[config.mk]
export PLATFORM = sky130hd
export DESIGN_NAME = aux_gate_timer
export DESIGN_NICKNAME = d
export VERILOG_FILES = /design/src/rtl/agt_pkg.sv /design/src/rtl/agt_dead_sel.sv /design/src/rtl/agt_interval.sv /design/src/rtl/agt_pulse_shape.sv /design/src/rtl/aux_gate_timer.sv
export SDC_FILE = /design/constraint.sdc
export NUM_CORES = 1
export LEC_CHECK = 0
export ABC_AREA = 0
export ABC_CLOCK_PERIOD_IN_PS = 1900
export BUFFER_PORTS_ARGS = -buffer_cell sky130_fd_sc_hd__buf_2
export CAP_MARGIN = 20
export CORE_UTILIZATION = 55
export CTS_BUF_LIST = sky130_fd_sc_hd__clkbuf_4 sky130_fd_sc_hd__clkbuf_8
export DETAILED_ROUTE_END_ITERATION = 16
export GPL_TIMING_DRIVEN = 0
export MAX_ROUTING_LAYER = met4
export PLACE_DENSITY_LB_ADDON = 0.15
export SLEW_MARGIN = 0
export SYNTH_ARGS = -nofsm -noshare
export SYNTH_HDL_FRONTEND = slang
export SYNTH_SLANG_ARGS = --single-unit
[constraint.sdc]
create_clock -name clk -period 1.9 [get_ports clk]
set_input_delay 0.38 -clock clk [delete_from_list [all_inputs] [get_ports clk]]
set_output_delay 0.38 -clock clk [all_outputs]
set_load 0.005 [all_outputs]
[src/rtl/agt_pkg.sv]
package agt_pkg;
  localparam int unsigned AGT_STAGES = 2;
  localparam int unsigned AGT_STAGE_LEAD = 0;
  localparam int unsigned AGT_STAGE_TRAIL = 1;
endpackage

[src/rtl/agt_dead_sel.sv]
module agt_dead_sel #(
  parameter int unsigned DW   = 8,
  parameter int unsigned HALF = 20
) (
  input  logic          clk,
  input  logic          rst,
  input  logic          capture,
  input  logic [DW-1:0] cfg,
  output logic [DW-1:0] dead_now,
  output logic [DW-1:0] dead_hold
);
  localparam logic [DW-1:0] CEIL  = DW'(HALF - 1);
  localparam logic [DW-1:0] LIMIT = DW'(HALF);

  always_comb begin
    if (cfg == '0)          dead_now = DW'(1);
    else if (cfg >= LIMIT)  dead_now = CEIL;
    else                    dead_now = cfg;
  end

  always_ff @(posedge clk) begin
    if (rst)          dead_hold <= DW'(1);
    else if (capture) dead_hold <= dead_now;
  end

  // the captured interval is always inside the legal range
  p_hold_legal_r7: assert property (@(posedge clk) disable iff (rst)
    (dead_hold != '0) && (dead_hold <= CEIL));
endmodule

[src/rtl/agt_interval.sv]
module agt_interval #(
  parameter int unsigned DW = 8
) (
  input  logic          clk,
  input  logic          rst,
  input  logic          start,
  input  logic [DW-1:0] len,
  output logic          active,
  output logic          done
);
  logic [DW-1:0] cnt;

  always_ff @(posedge clk) begin
    if (rst) begin
      active <= 1'b0;
      cnt    <= '0;
    end else if (start) begin
      active <= 1'b1;
      cnt    <= len;
    end else if (active) begin
      if (cnt == DW'(1)) active <= 1'b0;
      cnt <= cnt - DW'(1);
    end
  end

  assign done = active && (cnt == DW'(1));

  // a window is never launched with a zero length
  p_start_len_r6: assert property (@(posedge clk) disable iff (rst)
    start |-> (len != '0));
  p_cnt_live_r3: assert property (@(posedge clk) disable iff (rst)
    active |-> (cnt != '0));
  p_no_restart_r5: assert property (@(posedge clk) disable iff (rst)
    start |-> !active);
endmodule

[src/rtl/agt_pulse_shape.sv]
module agt_pulse_shape (
  input  logic clk,
  input  logic rst,
  input  logic joint,
  input  logic gate_low,
  output logic pulse
);
  always_ff @(posedge clk) begin
    if (rst) pulse <= 1'b0;
    else     pulse <= joint & gate_low;
  end

  // the shaped pulse never lasts two cycles
  p_pulse_narrow_r3: assert property (@(posedge clk) disable iff (rst)
    pulse |=> !pulse);
endmodule

[src/rtl/aux_gate_timer.sv]
module aux_gate_timer #(
  parameter int unsigned CYC_NOM = 200,
  parameter int unsigned DW      = 8
) (
  input  logic          clk,
  input  logic          rst,
  input  logic          cycle_tick,
  input  logic [DW-1:0] dead_cfg,
  output logic          aux_gate,
  output logic          core_rst
);
  import agt_pkg::*;

  localparam int unsigned HALF = CYC_NOM / 2;

  logic                gate_q;
  logic                accept;
  logic [DW-1:0]       dead_now;
  logic [DW-1:0]       dead_hold;
  logic [AGT_STAGES-1:0] st_start;
  logic [AGT_STAGES-1:0] st_active;
  logic [AGT_STAGES-1:0] st_done;
  logic [DW-1:0]       st_len [AGT_STAGES];

  assign accept = cycle_tick & gate_q;

  agt_dead_sel #(.DW(DW), .HALF(HALF)) u_dead (
    .clk      (clk),
    .rst      (rst),
    .capture  (accept),
    .cfg      (dead_cfg),
    .dead_now (dead_now),
    .dead_hold(dead_hold)
  );

  assign st_start[AGT_STAGE_LEAD]  = accept;
  assign st_len[AGT_STAGE_LEAD]    = dead_now;
  assign st_start[AGT_STAGE_TRAIL] = st_done[AGT_STAGE_LEAD];
  assign st_len[AGT_STAGE_TRAIL]   = dead_hold;

  for (genvar s = 0; s < AGT_STAGES; s++) begin : g_stage
    agt_interval #(.DW(DW)) u_win (
      .clk   (clk),
      .rst   (rst),
      .start (st_start[s]),
      .len   (st_len[s]),
      .active(st_active[s]),
      .done  (st_done[s])
    );
  end

  always_ff @(posedge clk) begin
    if (rst)                          gate_q <= 1'b1;
    else if (accept)                  gate_q <= 1'b0;
    else if (st_done[AGT_STAGE_TRAIL]) gate_q <= 1'b1;
  end

  agt_pulse_shape u_shape (
    .clk     (clk),
    .rst     (rst),
    .joint   (st_done[AGT_STAGE_LEAD]),
    .gate_low(~gate_q),
    .pulse   (core_rst)
  );

  assign aux_gate = gate_q;

  // reset pulse only inside the gate-low window
  p_pulse_gate_low_r9: assert property (@(posedge clk) disable iff (rst)
    core_rst |-> !aux_gate);
  // an accepted tick drops the gate on the next cycle
  p_fall_on_tick_r2: assert property (@(posedge clk) disable iff (rst)
    (aux_gate && cycle_tick) |=> !aux_gate);
  // while low, the gate holds unless the trailing window ends
  p_hold_low_r5: assert property (@(posedge clk) disable iff (rst)
    (!aux_gate && !st_done[AGT_STAGE_TRAIL]) |=> !aux_gate);
  // the gate rises only when the trailing window closes
  p_rise_on_trail_r4: assert property (@(posedge clk) disable iff (rst)
    (!aux_gate && st_done[AGT_STAGE_TRAIL]) |=> aux_gate);
  // the two windows never overlap
  p_stage_excl_r8: assert property (@(posedge clk) disable iff (rst)
    $onehot0(st_active));
endmodule

==> results of run 1 <==
## through the flow
stage	util, %	total power (W)
after floorplan	-	0.000858
after global placement	64.3	0.000908
after CTS	65.9	0.00121
after global routing	65.9	0.00126
after detailed placement	64.3	0.000920
final	65.9	0.00120
## state kept, by name (all words and copies together), names as in the netlist
signal and count:
aux_gate 1, g_stage.u_win.cnt 16, u_dead.dead_hold 8, u_shape.pulse 1, g_stage.u_win.active 2
## cell usage after synthesis (2+ instances only)
library cell | n | area share [%]
inv_1 | 5 | 1.4
o211ai_1 | 3 | 1.6
a211oi_2 | 7 | 6.4
xnor2_1 | 8 | 5.1
a21oi_1 | 11 | 4.0
nor4_1 | 2 | 0.91
nand3_1 | 6 | 2.2
a211oi_1 | 3 | 1.6
nor4_2 | 2 | 1.8
buf_1 | 2 | 0.55
nor3_1 | 9 | 3.3
nand2_1 | 11 | 3.0
dfxtp_1 | 28 | 41
clkbuf_1 | 4 | 1.1
nor2_1 | 19 | 5.2
nor3b_1 | 3 | 1.6
o21bai_1 | 3 | 1.6
xor2_1 | 3 | 1.9
nor3b_2 | 2 | 1.8
ha_1 | 4 | 3.6
## per-layer routing
layer / up-vias / global-route usage, % / share of wire [%]
li1: 565 / - / -
met1: 524 / 30.3 / 48
met2: 23 / 39.3 / 47
met3: 8 / 3.22 / 3.7
met4: 0 / 10.8 / 1.6
met5: - / - / 0
## critical path, stage by stage, from the launching register on
cell      delay [ns]
dfxtp_1         0.47
ha_1            0.18
nor3b_1         0.33
nand3_2         0.25
buf_2           0.28
nor2_1          0.14
a211oi_2        0.05
## cells by family (layout without fill, tap and decap cells)
| kind of cell | count (synthesis) | after routing | synth area share (%) |
|---|---|---|---|
| and+or+nand+nor | 62 | 62 | 25.6 |
| AOI/OAI and AO/OA | 32 | 32 | 18.0 |
| xor gates and xnor gates | 11 | 11 | 7.01 |
| DFF | 28 | 28 | 40.8 |
| adders and majority gates | 4 | 4 | 3.64 |
| buffers and inverters | 13 | 28 | 4.19 |
| muxes | 1 | 1 | 0.729 |
## path summary, 6_finish.rpt
kind / from / endpoint / slack (ns) / cells past startpoint
min reg2reg: u_dead.dead_hold[4] / u_dead.dead_hold[4] / 0.47 / 2
min: dead_cfg[3] / u_dead.dead_hold[3] / 0.33 / 3
max: g_stage[0].u_win.cnt[0] / g_stage[1].u_win.cnt[7] / 0.08 / 6
max reg2reg: g_stage[0].u_win.cnt[0] / g_stage[1].u_win.cnt[7] / 0.08 / 6
## final cells by class
type                       count  area [um^2]  area share [%]
buffer                         8         38.8            2.59
clock buffer                   4         36.3            2.42
inverter                       5         18.8            1.25
multi-input combinational    110          756            50.4
sequential                    28          561            37.4
tap                           28         35.0            2.34
timing repair buffer          11         55.1            3.67
## power groups by stage
stage / Sequential, W / Clock (W) / Combinational [W]
finish: 0.000678 / 0.000290 / 0.000231
floorplan: 0.000680 / 0 / 0.000178
CTS: 0.000677 / 0.000296 / 0.000232
detailed placement: 0.000690 / 0 / 0.000230
global placement: 0.000687 / 0 / 0.000221
global route: 0.000684 / 0.000316 / 0.000258
## cell usage in the layout (no fill, tap or decap), types with 2 or more instances in the layout
master    instances
dfxtp_1          28
nor2_1           19
buf_2            12
a21oi_1          11
nand2_1          11
nor3_1            9
xnor2_1           8
a211oi_2          7
nand3_1           6
inv_1             5
clkbuf_1          4
ha_1              4
nor3b_1           3
o21bai_1          3
xor2_1            3
o211ai_1          3
a211oi_1          3
clkbuf_4          3
nor4_1            2
nor3b_2           2
buf_1             2
nor4_2            2
==> results.md, run 1 <==
- Outcome: completed
- HPWL after DPL: 2.11 mm
- Starting density of the core: 60.4%
- Kind of end point of the critical path: flop
- Worst-path maximum fanout: 10
- IO Pins: 13
- Post-synth net total: 166
- Final worst setup slack: 0.0817 ns
- Clk buf depth: 2
- Initial antenna violation count: 0
- # rows: 17
- Library cells used by synthesis: 36
- IO Port Bufs: 11
- Synth Area per Inst: 9.10 um^2
- Measured slew at the worst slew-check pin: 0.860 ns
- Starting DRT DRC Count: 29
- DR DRC count: 0
- Int Power: 0.000855 W
- Clock-pin transition on the worst setup and hold timing paths: 0.15 ns
- Data arrival, critical path: 2.03 ns
- Later-pin clock latency in the skew report: 0.32 ns
- Final period utilization: 95.7%
- Mapped Cells: 151
- Post-layout nets: 182
- Unrepaired setup endpoints after global routing: false
- Max Cap Violations: 0
- DIE HEIGHT: 52.0 um
- Floorplan Core Area: 2280 um^2
- Post-CTS Setup Bufs: 0
- Post-CTS resize count: 0
- Endpoints failing setup: 0
- Routed WL: 2.83 mm
- Design area: 1500 um^2
- Post-synthesis sequential area ratio: 40.8%
- Pwr/cell area: 800 nW/um^2
- Global route overflow: 0
- Post-CTS Hold Buffers: 0
- Synthesized area: 1370 um^2
- Clock network power share: 24.2%
- Root buffer cell: clkbuf_4
- Gpl congestion: 0.855
- Register share of total power: 56.5%
- #FFs+latches synth: 28
- Share of cells above drive strength 1: 19.3%
- HP Class: primary input to flop
- Non-Filler Instances: 194
- Combinational power share: 19.3%
- Critical Path RT: 2.11 ns
- Sw frac: 28.7%
- Largest net degree at the start of global routing: 16
- Pre-CTS WS: 0.132 ns
- DIE AREA: 2700 um^2
- Dpl cell area: 1460 um^2
- Switching power: 0.000345 W
- Pleak: 0.546 nW
- Max Slew Vio Count: 0
- Total negative slack: 0 ns
- Synth Flop Type: dfxtp_1
- Crit path kind: flop to flop
- Cells after DPL: 190
- WL/cell: 14.6 um
- Fin crit period: 1.82 ns
- Die span in x: 52.0 um
- CTS tree: built
- Global-route wire length before repair: 4.69 mm
- Area grow syn2layout: 9.20%
- ANT nets after route: 0
- Post-synth EDFFs: 0
- Worst relative slew slack: 41.2%
- Achievable Freq: 550 MHz
- Final hold viol count: 0
- Startpoint types: flop
- Peak VDD IR: 637 uV
- Worst clock skew: 0.00412 ns
- Final-layout fill cell count: 191
- Number of diodes: 0
- Vias/cell: 5.77
- Synth warn: 0
- GRT Overall Usage: 24.4%
- Number of global-route vias before repair: 1040
- First drt pass iteration count: 4
- Hold_ws: 0.329 ns
- Clk sinks: 28
- Vias: 1120
- H-tree Lvls: 1
- Num CTS Buffers: 3
- Asr flop ratio synth: 0%
No activity file was read; power rests on OpenSTA's default activity.
==> run 2: changes to the inputs <==
--- a/config.mk
+++ b/config.mk
@@ -9,6 +9,7 @@
 export ABC_CLOCK_PERIOD_IN_PS = 1900
 export BUFFER_PORTS_ARGS = -buffer_cell sky130_fd_sc_hd__buf_2
 export CAP_MARGIN = 20
+export CORE_MARGIN = 8
 export CORE_UTILIZATION = 55
 export CTS_BUF_LIST = sky130_fd_sc_hd__clkbuf_4 sky130_fd_sc_hd__clkbuf_8
 export DETAILED_ROUTE_END_ITERATION = 16
==> results.md, run 2 (synthesis results as in run 1) <==
- Outcome: completed
- Met3 usage: 2.20%
- R2R Setup Slk: 0.15 ns
- CTS tree: built
- Num CTS Buffers: 3
- DIE HEIGHT: 66.0 um
- GRT Overall Usage: 14.0%
- HPWL after DPL: 2.21 mm
- IO Port Bufs: 11
- Clk buf depth: 2
- Worst relative slew slack: 59.8%
- Number of diodes: 0
- RR Endpoint: g_stage[1].u_win.cnt[7]
- # rows: 18
- ANT nets after route: 0
- Register share of total power: 59.3%
- Leading registers by flop count: g_stage.u_win.cnt: 16 flops, u_dead.dead_hold: 8 flops, g_stage.u_win.active: 2 flops
- First drt pass iteration count: 4
- Total negative slack: 0 ns
- Floorplan Core Area: 2430 um^2
- Later-pin clock latency in the skew report: 0.31 ns
- Total power: 0.00114 W
- Pwr/cell area: 767 nW/um^2
- Clock-pin transition on the worst setup and hold timing paths: 0.14 ns
- Clock network power share: 20.4%
- Final period utilization: 91.9%
- Grt peak-use layer: met2
- Final hold viol count: 0
- Global-route wire length before repair: 4.80 mm
- Hold Path Sink: u_dead.dead_hold[3]
- Startpoint types: flop
- Post-CTS resize count: 0
- Die span in x: 66.0 um
- Max reg flops: 16
- DR DRC count: 0
- Most common cell after layout, fill and taps aside: dfxtp_1
- H-tree Lvls: 1
- DIE AREA: 4350 um^2
- Initial antenna violation count: 0
- Worst-path maximum fanout: 10
- Pleak: 0.539 nW
- CP top delay family: simple AND/OR/NAND/NOR gates
- Switching power: 0.000330 W
- Max Slew Vio Count: 0
- Unrepaired setup endpoints after global routing: false
- Share of cells above drive strength 1: 18.8%
- Achievable Freq: 572 MHz
- Most frequent cells in the layout: 28 x dfxtp_1, 19 x nor2_1, 12 x buf_2, 11 x a21oi_1, 11 x nand2_1
- Data arrival, critical path: 1.94 ns
- Critical Path RT: 2.09 ns
- Sw frac: 28.9%
- Post-layout nets: 182
- Endpoints failing setup: 0
- Number of global-route vias before repair: 1107
- Clk sinks: 28
- HP Class: primary input to flop
- Area grow syn2layout: 8.38%
- Vias/cell: 5.59
- Measured slew at the worst slew-check pin: 0.588 ns
- Starting density of the core: 56.5%
- Combinational power share: 20.3%
- Peak VDD IR: 644 uV
- Post-CTS Hold Buffers: 0
- Kind of end point of the critical path: flop
- Cell Chain, Critical Path: ha_1, nor3b_1, nand3_2, buf_2, nor2_1, a211oi_2
- Largest stage delay, worst path: 0.43 ns
- Post-CTS Setup Bufs: 0
- Routed WL: 2.82 mm
- IO Pins: 13
- Reg2Reg Launch Point: g_stage[0].u_win.cnt[0]
- Worst min-delay path startpoint: dead_cfg[3]
- Hold Path Stages: 3
- Vias: 1090
- Starting DRT DRC Count: 52
- Worst clock skew: 0.0101 ns
- Met1 usage: 15.4%
- Met2 global-route usage: 24.8%
- Fin crit period: 1.75 ns
- Biggest register: g_stage.u_win.cnt
- Max Cap Violations: 0
- Crit path kind: flop to flop
- WL/cell: 14.5 um
- Gpl congestion: 0.855
- Global route overflow: 0
- CP max-delay cell: dfxtp_1
- Worst path bufs/invs: 1
- Root buffer cell: clkbuf_4
- Largest net degree at the start of global routing: 15
- FF-to-FF path depth: 6
- Int Power: 0.000812 W
## run 2: routing by layer
layer / share of wire (%) / vias to the layer above
li1: - / 561
met1: 45 / 503
met2: 51 / 20
met3: 3.1 / 6
met4: 0.74 / 0
met5: 0 / -
## run 2: worst max-delay path by stage
stage                                       start                 endpoint  slack, ns  depth (start not counted)
after floorplan           g_stage[0].u_win.cnt[0]  g_stage[1].u_win.cnt[7]       0.41                          6
after global placement                dead_cfg[4]      u_dead.dead_hold[0]       0.20                          5
after detailed placement  g_stage[0].u_win.cnt[0]  g_stage[1].u_win.cnt[7]       0.19                          6
after CTS                 g_stage[0].u_win.cnt[0]  g_stage[1].u_win.cnt[7]       0.15                          6
after global routing      g_stage[0].u_win.cnt[0]  g_stage[1].u_win.cnt[7]       0.09                          6
final                     g_stage[0].u_win.cnt[0]  g_stage[1].u_win.cnt[7]       0.15                          6
## run 2: cell type report
| class | instances | area (um^2) |
|---|---|---|
| plain buffers | 8 | 38.8 |
| clock buffers | 3 | 22.5 |
| fillers | 230 | 943 |
| inverters | 5 | 18.8 |
| multi-input cells | 110 | 756 |
| flip-flops and latches | 28 | 561 |
| well taps | 30 | 37.5 |
| repair buffers | 11 | 55.1 |
## run 2: power groups by stage
stage / logic [W] / registers [W] / clock network, W
after floorplan: 0.000178 / 0.000680 / 0
after global placement: 0.000222 / 0.000686 / 0
after detailed placement: 0.000232 / 0.000689 / 0
after CTS: 0.000233 / 0.000676 / 0.000240
after global routing: 0.000257 / 0.000682 / 0.000267
final: 0.000232 / 0.000677 / 0.000233
## run 2: worst register-to-register path: cells and delay by family (launching register included)
kind | cells | cell delay, ns
buffers and inverters | 1 | 0.27
AOI/OAI and AO/OA | 1 | 0.06
adders and majority gates | 1 | 0.18
and+or+nand+nor | 3 | 0.68
DFF | 1 | 0.43
## run 2: stage by stage
| stage | worst slack (ns) | cells | hold slack [ns] | util (%) | instance area, um^2 |
|---|---|---|---|---|---|
| after detailed placement | 0.189 | 192 | 0.456 | 60.3 | 1470 |
| final | 0.153 | 195 | 0.338 | 61.2 | 1490 |
| after global routing | 0.0927 | 195 | 0.331 | 61.2 | 1490 |
| after global placement | 0.200 | 192 | 0.445 | 60.3 | 1470 |
| after floorplan | 0.413 | 151 | 0.436 | - | 1370 |
| after CTS | 0.150 | 195 | 0.329 | 61.2 | 1490 |
==> run 3: changes to the inputs <==
--- a/config.mk
+++ b/config.mk
@@ -12,6 +12,7 @@
 export CORE_MARGIN = 8
 export CORE_UTILIZATION = 55
 export CTS_BUF_LIST = sky130_fd_sc_hd__clkbuf_4 sky130_fd_sc_hd__clkbuf_8
+export CTS_CLUSTER_DIAMETER = 50
 export DETAILED_ROUTE_END_ITERATION = 16
 export GPL_TIMING_DRIVEN = 0
 export MAX_ROUTING_LAYER = met4
@@ -19,4 +20,5 @@
 export SLEW_MARGIN = 0
 export SYNTH_ARGS = -nofsm -noshare
 export SYNTH_HDL_FRONTEND = slang
+export SYNTH_HIERARCHICAL = 1
 export SYNTH_SLANG_ARGS = --single-unit
==> results.md, run 3 <==
- Total power: 0.00132 W
- Top post-synthesis cells by count: 28 x dfxtp_1, 18 x nor2_1, 15 x inv_1, 12 x a21oi_1, 12 x nand2_1
- CTS tree: built
- ANT nets after route: 0
- Worst-path maximum fanout: 9
- Global-route wire length before repair: 5.41 mm
- Crit path kind: flop to flop
- Synth Flop Type: dfxtp_1
- Biggest register: g_stage.u_win/cnt
- Top post-synthesis cells by area: dfxtp_1 36%, nor2_1 4.3%, a21oi_1 3.8%, a211oi_1 3.8%, inv_1 3.6%
- CP startpoint: g_stage[0].u_win/cnt[4]
- HPWL after DPL: 2.23 mm
- DR DRC count: 0
- Area grow syn2layout: 13.2%
- Initial antenna violation count: 0
- Synthesized area: 1560 um^2
- Total negative slack: 0 ns
- Largest net degree at the start of global routing: 17
- Clk sinks: 28
- IO Pins: 13
- Gpl congestion: 0.781
- HP Class: primary input to flop
- GRT Overall Usage: 13.2%
- Peak VDD IR: 558 uV
- Achievable Freq: 553 MHz
- DIE HEIGHT: 69.3 um
- Vias/cell: 5.55
- Synth warn: 6
- Cells after DPL: 215
- Share of cells above drive strength 1: 31.3%
- Max Cap Violations: 0
- Most area-hungry cell type in the Yosys netlist: dfxtp_1
- FF/Latch Area: 563 um^2
- Starting density of the core: 57.1%
- DIE AREA: 4800 um^2
- Number of diodes: 0
- Vias: 1237
- Endpoints failing setup: 0
- Post-synthesis sequential area ratio: 35.9%
- Post-CTS Hold Buffers: 0
- Worst min-delay path startpoint: rst
- Kind of end point of the critical path: flop
- First drt pass iteration count: 4
- Pleak: 0.711 nW
- Data arrival, critical path: 2.05 ns
- Global route overflow: 0
- Reg2Reg Launch Point: g_stage[0].u_win/cnt[4]
- Post-synth net total: 187
- Clock-pin transition on the worst setup and hold timing paths: 0.16 ns
- # rows: 19
- Count leader, synth: dfxtp_1
- Critical Path RT: 2.15 ns
- IO Port Bufs: 12
- Asr flop ratio synth: 0%
- Later-pin clock latency in the skew report: 0.33 ns
- Post-layout nets: 208
- Library cells used by synthesis: 42
- Number of global-route vias before repair: 1285
- H-tree Lvls: 1
- Most common cell after layout, fill and taps aside: dfxtp_1
- Unrepaired setup endpoints after global routing: false
- Final hold viol count: 0
- WL/cell: 13.6 um
- Worst clock skew: 0.00642 ns
- Num CTS Buffers: 3
- Final period utilization: 95.1%
- Outcome: completed
- Most frequent cells in the layout: 26 x dfxtp_1, 17 x nor2_1, 14 x inv_1, 13 x buf_2
- Non-Filler Instances: 223
- Floorplan Core Area: 2730 um^2
- Die span in x: 69.3 um
- Root buffer cell: clkbuf_4
- Synth Area per Inst: 9.07 um^2
- Synth top area share: 35.9%
- Pwr/cell area: 749 nW/um^2
- Routed WL: 3.03 mm
- Post-synth EDFFs: 0
- Area of the multi-input gates: 887 um^2
- Mapped Cells: 172
- Max reg flops: 16
- #FFs+latches synth: 28
- Final-layout fill cell count: 231
- Max Slew Vio Count: 0
- Clk buf depth: 2
- Leading registers by flop count: g_stage.u_win/cnt: 16 flops, u_dead/dead_hold: 8 flops, g_stage.u_win/active: 2 flops
- Fin crit period: 1.81 ns
- Startpoint types: flop
- Starting DRT DRC Count: 56
-- run 3: cell types whose count changed after synthesis, sizes merged, moves of 3 or more --
cell     before  now
a2111oi       1    4
and2          1    6
and3b         0    3
and4bb        0    4
buf           4    8
inv           5   15
nand2b        0    5
nand3         7    3
nor3          9    3
nor3b         5    1
xnor2         8    4
-- run 3: per-stage QoR --
stage	hold slack, ns	cell area (um^2)	worst slack (ns)	util, %
6_report	0.309	1770	0.0933	64.6
5_1_grt	0.309	1770	0.0188	64.6
4_1_cts	0.301	1770	0.0155	64.7
3_5_place_dp	0.467	1660	-0.168	60.9
3_3_place_gp	0.454	1660	-0.121	60.9
2_1_floorplan	0.438	1570	0.0475	-
-- run 3: layout make-up --
type	instances	area share, %
tap	31	2.20
buffer	10	4.04
sequential	28	31.9
timing repair buffer	17	5.52
clock buffer	3	1.27
inverter	15	3.19
clock inverter	1	1.70
multi-input combinational	118	50.2
-- run 3: kinds of logic (layout without fill, tap and decap cells) --
group | count (synthesis) | count (layout) | share of synthesized area, %
compound gates | 36 | 36 | 17.7
xor+xnor | 8 | 8 | 4.49
fa+ha+maj | 4 | 4 | 3.21
buf+inv | 26 | 46 | 8.66
flops | 28 | 28 | 35.9
mux | 2 | 2 | 1.28
other cells | 1 | 1 | 0.240
simple gates | 67 | 67 | 28.5
-- run 3: worst paths after layout --
path	endpoint	slack (ns)	cells past startpoint
min reg2reg	g_stage[1].u_win/cnt[1]	0.48	2
max reg2reg	g_stage[1].u_win/cnt[7]	0.09	5
min	aux_gate	0.31	2
max	g_stage[1].u_win/cnt[7]	0.09	5
-- run 3: routing by layer --
metal | part of all wire [%] | global-route usage, % | vias up
li1 | - | - | 634
met1 | 52 | 16.6 | 578
met2 | 44 | 20.3 | 23
met3 | 3.1 | 2.29 | 2
met4 | 0.69 | 5.47 | 0
met5 | 0 | - | -
-- run 3: power breakdown --
group	internal (W)	switching, W	leakage, nW	total, W
clock	0.000213	0.000181	0.0279	0.000394
combinational	0.000136	0.000128	0.453	0.000264
sequential	0.000627	0.0000370	0.230	0.000664
-- run 3: timing repair --
action	CTS	global route
pin swaps	3	1
buffers inserted	5	0
resized for setup	4	4
setup endpoints to repair	6	5
-- run 3: worst max-delay path, cell delays in order (launching register included) --
cell       delay, ns
dfxtp_2         0.35
or4_4           0.55
nor4_2          0.14
and2_4          0.24
and4bb_2        0.26
a2111oi_2       0.18
